===== config.mk =====
export PLATFORM = sky130hd
export DESIGN_NAME = gfr_reducer
export DESIGN_NICKNAME = d
export VERILOG_FILES = /design/src/rtl/gfr_pkg.sv /design/src/rtl/gfr_power_rom.sv /design/src/rtl/gfr_low_route.sv /design/src/rtl/gfr_fold.sv /design/src/rtl/gfr_reducer.sv
export SDC_FILE = /design/constraint.sdc
export NUM_CORES = 1
export LEC_CHECK = 0
export BUFFER_PORTS_ARGS = -buffer_cell sky130_fd_sc_hd__buf_2
export CORE_ASPECT_RATIO = 1.1
export CORE_MARGIN = 4
export CORE_UTILIZATION = 45
export CTS_CLUSTER_DIAMETER = 40
export DETAILED_ROUTE_END_ITERATION = 7
export PLACE_DENSITY = 0.6
export SYNTH_ARGS = -nofsm -noshare
export SYNTH_HDL_FRONTEND = slang
export SYNTH_HIERARCHICAL = 1
export SYNTH_SLANG_ARGS = --single-unit
export TNS_END_PERCENT = 30

===== constraint.sdc =====
create_clock -name clk -period 0.8 [get_ports clk]
set_input_delay 0.08 -clock clk [delete_from_list [all_inputs] [get_ports clk]]
set_output_delay 0.08 -clock clk [all_outputs]
set_load 0.02 [all_outputs]

===== src/rtl/gfr_pkg.sv =====
package gfr_pkg;

  // Full field polynomial (including the x^m term) for a supported degree.
  function automatic logic [15:0] field_poly(int unsigned m);
    case (m)
      6:       return 16'h0043;  // x^6 + x + 1
      7:       return 16'h0089;  // x^7 + x^3 + 1
      8:       return 16'h011D;  // x^8 + x^4 + x^3 + x^2 + 1
      default: return 16'h0000;
    endcase
  endfunction

  // Canonical representation of alpha^k in the degree-m field.
  function automatic logic [15:0] alpha_power(int unsigned m, int unsigned k);
    logic [15:0] acc;
    acc = 16'h0001;
    for (int s = 0; s < 32; s++) begin
      if (s < int'(k)) begin
        acc = acc << 1;
        if (acc[m]) acc = acc ^ field_poly(m);
      end
    end
    return acc;
  endfunction

endpackage


===== src/rtl/gfr_power_rom.sv =====
module gfr_power_rom #(
  parameter int MIN_M  = 6,
  parameter int MAX_M  = 8,
  parameter int PROD_W = 2 * MAX_M - 1,
  parameter int WORD_W = MAX_M,
  parameter int SEL_W  = 4
) (
  input  logic [SEL_W-1:0]              field_sel,
  output logic [PROD_W-1:0][WORD_W-1:0] pow_row,
  output logic                          sel_ok
);
  import gfr_pkg::*;

  localparam int NUM_F = MAX_M - MIN_M + 1;

  logic [PROD_W-1:0][NUM_F-1:0][WORD_W-1:0] cand;

  // Constant table: row k holds alpha^k for each field whose fold range
  // covers position k, zero otherwise.
  for (genvar k = 0; k < PROD_W; k++) begin : g_pos
    for (genvar f = 0; f < NUM_F; f++) begin : g_fld
      localparam int FM = MIN_M + f;
      localparam logic [15:0] PW = alpha_power(FM, k);
      localparam logic [WORD_W-1:0] ENTRY =
        ((k >= FM) && (k <= 2 * FM - 2)) ? PW[WORD_W-1:0] : '0;
      assign cand[k][f] = ENTRY;
    end
  end

  always_comb begin
    sel_ok  = (int'(field_sel) >= MIN_M) && (int'(field_sel) <= MAX_M);
    pow_row = '0;
    for (int f = 0; f < NUM_F; f++) begin
      if (int'(field_sel) == MIN_M + f) begin
        for (int k = 0; k < PROD_W; k++) pow_row[k] = cand[k][f];
      end
    end
  end

endmodule


===== src/rtl/gfr_low_route.sv =====
module gfr_low_route #(
  parameter int MIN_M  = 6,
  parameter int MAX_M  = 8,
  parameter int PROD_W = 2 * MAX_M - 1,
  parameter int WORD_W = MAX_M,
  parameter int SEL_W  = 4
) (
  input  logic [PROD_W-1:0] prod,
  input  logic [SEL_W-1:0]  field_sel,
  output logic [WORD_W-1:0] low_word
);
  // Bits below the smallest degree always belong to the low word.
  assign low_word[MIN_M-1:0] = prod[MIN_M-1:0];

  // Bits between MIN_M and MAX_M-1 join the low word only when the
  // selected degree exceeds their position; otherwise they are folded.
  for (genvar j = MIN_M; j < WORD_W; j++) begin : g_route
    assign low_word[j] = prod[j] & (int'(field_sel) > j);
  end

endmodule


===== src/rtl/gfr_fold.sv =====
module gfr_fold #(
  parameter int PROD_W = 15,
  parameter int WORD_W = 8
) (
  input  logic [PROD_W-1:0]             prod,
  input  logic [PROD_W-1:0][WORD_W-1:0] pow_row,
  input  logic [WORD_W-1:0]             low_word,
  output logic [WORD_W-1:0]             folded
);
  logic [PROD_W-1:0][WORD_W-1:0] gated;

  // AND level: each table row is enabled by its product bit.
  for (genvar k = 0; k < PROD_W; k++) begin : g_gate
    assign gated[k] = pow_row[k] & {WORD_W{prod[k]}};
  end

  // XOR accumulation onto the low word.
  always_comb begin
    folded = low_word;
    for (int k = 0; k < PROD_W; k++) folded = folded ^ gated[k];
  end

endmodule


===== src/rtl/gfr_reducer.sv =====
module gfr_reducer #(
  parameter int MIN_M = 6,
  parameter int MAX_M = 8
) (
  input  logic                   clk,
  input  logic                   rst_n,
  input  logic                   in_valid,
  input  logic [3:0]             field_sel,
  input  logic [2*MAX_M-2:0]     prod,
  output logic                   out_valid,
  output logic [MAX_M-1:0]       result
);
  localparam int PROD_W = 2 * MAX_M - 1;
  localparam int WORD_W = MAX_M;
  localparam int SEL_W  = 4;

  logic [PROD_W-1:0][WORD_W-1:0] pow_row;
  logic                          sel_ok;
  logic [WORD_W-1:0]             low_word;
  logic [WORD_W-1:0]             folded;
  logic [WORD_W-1:0]             result_d;
  logic                          result_en;
  logic                          valid_d;

  gfr_power_rom #(
    .MIN_M(MIN_M), .MAX_M(MAX_M), .PROD_W(PROD_W),
    .WORD_W(WORD_W), .SEL_W(SEL_W)
  ) u_rom (
    .field_sel (field_sel),
    .pow_row   (pow_row),
    .sel_ok    (sel_ok)
  );

  gfr_low_route #(
    .MIN_M(MIN_M), .MAX_M(MAX_M), .PROD_W(PROD_W),
    .WORD_W(WORD_W), .SEL_W(SEL_W)
  ) u_route (
    .prod      (prod),
    .field_sel (field_sel),
    .low_word  (low_word)
  );

  gfr_fold #(
    .PROD_W(PROD_W), .WORD_W(WORD_W)
  ) u_fold (
    .prod      (prod),
    .pow_row   (pow_row),
    .low_word  (low_word),
    .folded    (folded)
  );

  // Next-state logic.
  always_comb begin
    result_en = in_valid;
    result_d  = sel_ok ? folded : '0;
    valid_d   = in_valid;
  end

  // State registers.
  always_ff @(posedge clk or negedge rst_n) begin
    if (!rst_n) begin
      out_valid <= 1'b0;
      result    <= '0;
    end else begin
      out_valid <= valid_d;
      if (result_en) result <= result_d;
    end
  end

  // valid follows input valid by one cycle.
  assert_valid_follow_R1: assert property (@(posedge clk) disable iff (!rst_n)
    in_valid |=> out_valid);
  assert_valid_idle_R1: assert property (@(posedge clk) disable iff (!rst_n)
    !in_valid |=> !out_valid);

  // unsupported selector yields zero.
  assert_bad_sel_zero_R6: assert property (@(posedge clk) disable iff (!rst_n)
    (in_valid && !(field_sel >= 4'(MIN_M) && field_sel <= 4'(MAX_M)))
      |=> (result == '0));

  // idle cycles hold the result.
  assert_idle_hold_R8: assert property (@(posedge clk) disable iff (!rst_n)
    !in_valid |=> $stable(result));

  // upper bits zero for the smaller fields.
  assert_upper_zero6_R9: assert property (@(posedge clk) disable iff (!rst_n)
    (in_valid && field_sel == 4'd6) |=> (result[WORD_W-1:6] == '0));
  assert_upper_zero7_R9: assert property (@(posedge clk) disable iff (!rst_n)
    (in_valid && field_sel == 4'd7) |=> (result[WORD_W-1:7] == '0));

endmodule


==> impl_metrics.ini <==
[timing]
period_share = 2.31
tns_ps = -8360
finalCriticalPeriod_ps = 1850
finalHoldViolCount = 0
grt_setup_unrepaired = true
setup_slack_ps = -1050
timing.hold.ws_ps = 110
fin_skew_ps = 0
slew_viol_final = 0
setup_viol = 17
fmax_ghz = 0.541

[drt]
post_drt_wl_per_cell_um = 10.2
wl_mm = 5.16
drtIter0Drc = 44
viasPerCell = 3.82
num_vias = 1937
ant_nets = 0
drcViolationCount = 0
dr.pass1.iters = 4

[synth]
ys_ff_latch = 9
synth_warnings = 6
yosysUniqueCellTypes = 19
postSynthCellCount = 424
syn_area_sq_um = 3190
synth_seq_area_share = 0.0706
postSynthAreaPerCell_sq_um = 7.53

[final_layout]
antenna_cells = 0
layout_commonest_cell = nand2_1
multi_input_area_sq_um = 2300
area_delta_synth_final_pct = -0.706
layout_common_cells = nand2_1, conb_1, xnor2_1, nand2_2, xor2_1
drive_above_1_share = 0.308
stdcell_count = 507
final_net_count = 448
nFillCells = 686
ff_latch_area_sq_um = 225
postLayoutCoreUtil = 0.470

[cts]
numCtsBuffers = 3
cts-root-buf = clkbuf_8
clk_latency_ps = 230
cts_max_path_buffers = 2
cts_tree = done
htree_levels = 1
cts.sinks = 9
cts.clk_slew.worst_paths_ps = 40

[run_status]
violations = setup timing
outcome = complete, but fails checks

[grt]
grt.busiest_layer = met2
grt_pass1_wl_mm = 9.05
grt_pass1_vias = 1951
grt_util_met2 = 0.251
track_usage = 0.135
grt_max_degree = 18
antenna_found_initial = 0
met1_usage = 0.170
gr-total-overflow = 0
use_met3 = 0.0111

[floorplan]
pin_count = 31
die_area_sq_um = 8510
die_w_um = 88.3
fp-row-count = 31
core-area_sq_um = 6750
start_util = 0.473
die_height_um = 96.3

[critical_path]
cp.arrival_ps = 2010
path_class = input pin to register
slowest_stage = or4b_4
ff2ff_setup_slack_ps = 180
slowest_delay_ps = 570
start_kind = input pin
critPathMaxFanout = 5
end_kind = register
cp_cell_sequence = buf_8 > or4b_4 > clkinvlp_4 > buf_12 > buf_8 > nand2_4 > xnor2_4 > xnor2_2 > xnor2_1 > xnor2_1 > nand3_1 > o21ai_1
critPathRequiredTime_ps = 960

[placement]
hpwlAfterDp_mm = 4.36
placed_cells = 496
gp_congestion = 0.773
numPortBuffers = 30

[job]
max_cap_viol_count = 0

[power]
leakagePower_nw = 1.42
finalPower_mw = 3.16
ir_drop_mv = 0.918
powerDensity_nw_per_um2 = 997

[min_path]
hp-class = input pin to register
==> layer usage <==
layer  up-vias  wire length (um)  part of all wire
li1       1068                 -                 -
met1       832              2260              0.44
met2        30              2660              0.51
met3         7               175             0.034
met4         0                66             0.013
met5         -                 0                 0
==> repair_timing <==
action / 4_1_cts / 5_1_grt
setup buffers: 5 / 1
hold buffers: 1 / 0
endpoints found under the hold margin: 9 / 0
cloned: 1 / 0
pin swaps: 34 / 30
gates resized for setup: 19 / 23
setup endpoints to repair: 17 / 17
==> flip-flops by register name (all words and copies together) (netlist names) <==
register	cells
result	8
out_valid	1
==> through the flow <==
step	setup WS (ps)	instance area [sq um]
final	-1050	3170
after global routing	-1160	3170
after CTS	-1050	3070
after detailed placement	-1340	2850
after global placement	-1320	2850
after floorplan	-1040	3490
==> final timing paths <==
check,cells past startpoint,start,endpoint
max in group asynchronous,2,rst_n,out_valid
min in group asynchronous,2,rst_n,result[6]
min reg2reg,2,result[6],result[6]
max,12,field_sel[1],result[7]
max reg2reg,2,result[4],result[4]
min,1,in_valid,out_valid
==> where the power goes <==
group          internal [mW]  switching [mW]  total (mW)  leakage [nW]
clock network          0.347           0.177       0.524        0.0228
registers              0.521          0.0345       0.555         0.120
logic                   1.02            1.06        2.08          1.27
total                   1.89            1.27        3.16          1.42
==> cells by family (layout without fill, tap and decap cells) <==
kind of cell | after synthesis | in the layout | synth area share
buffers and inverters | 148 | 72 | 0.348
AND/OR/NAND/NOR | 135 | 135 | 0.198
XOR/XNOR | 120 | 120 | 0.365
AO/OA/AOI/OAI | 11 | 11 | 0.0176
flip-flops | 9 | 9 | 0.0706
other | 1 | 78 | 0.00117
==> Yosys cell counts, drive strengths merged <==
cell	n	area (sq um)
clkbuf	1	5.00
inv	10	37.5
xnor2	88	883
dfrtp	9	225
xor2	32	280
nand3	8	40.0
and2	1	6.26
buf	137	1070
nand3b	1	7.51
o21ai	10	50.1
or4b	1	13.8
conb	1	3.75
nand2	121	549
nor2b	1	6.26
a31oi	1	6.26
nor2	2	7.51
==> final cells by class <==
cell class | count | share of cell area
well taps | 82 | 0.0324
repair buffers | 58 | 0.142
inverters | 10 | 0.0130
flip-flops and latches | 9 | 0.0711
clock buffers | 4 | 0.0142
multi-input cells | 344 | 0.727
==> critical path: cells and delay by family <==
family                    cells  cell delay (ps)
xor gates and xnor gates      4              650
AOI/OAI and AO/OA             1               70
and+or+nand+nor               3              720
buffers and inverters         4              470
(Power assumes the default switching activity.)
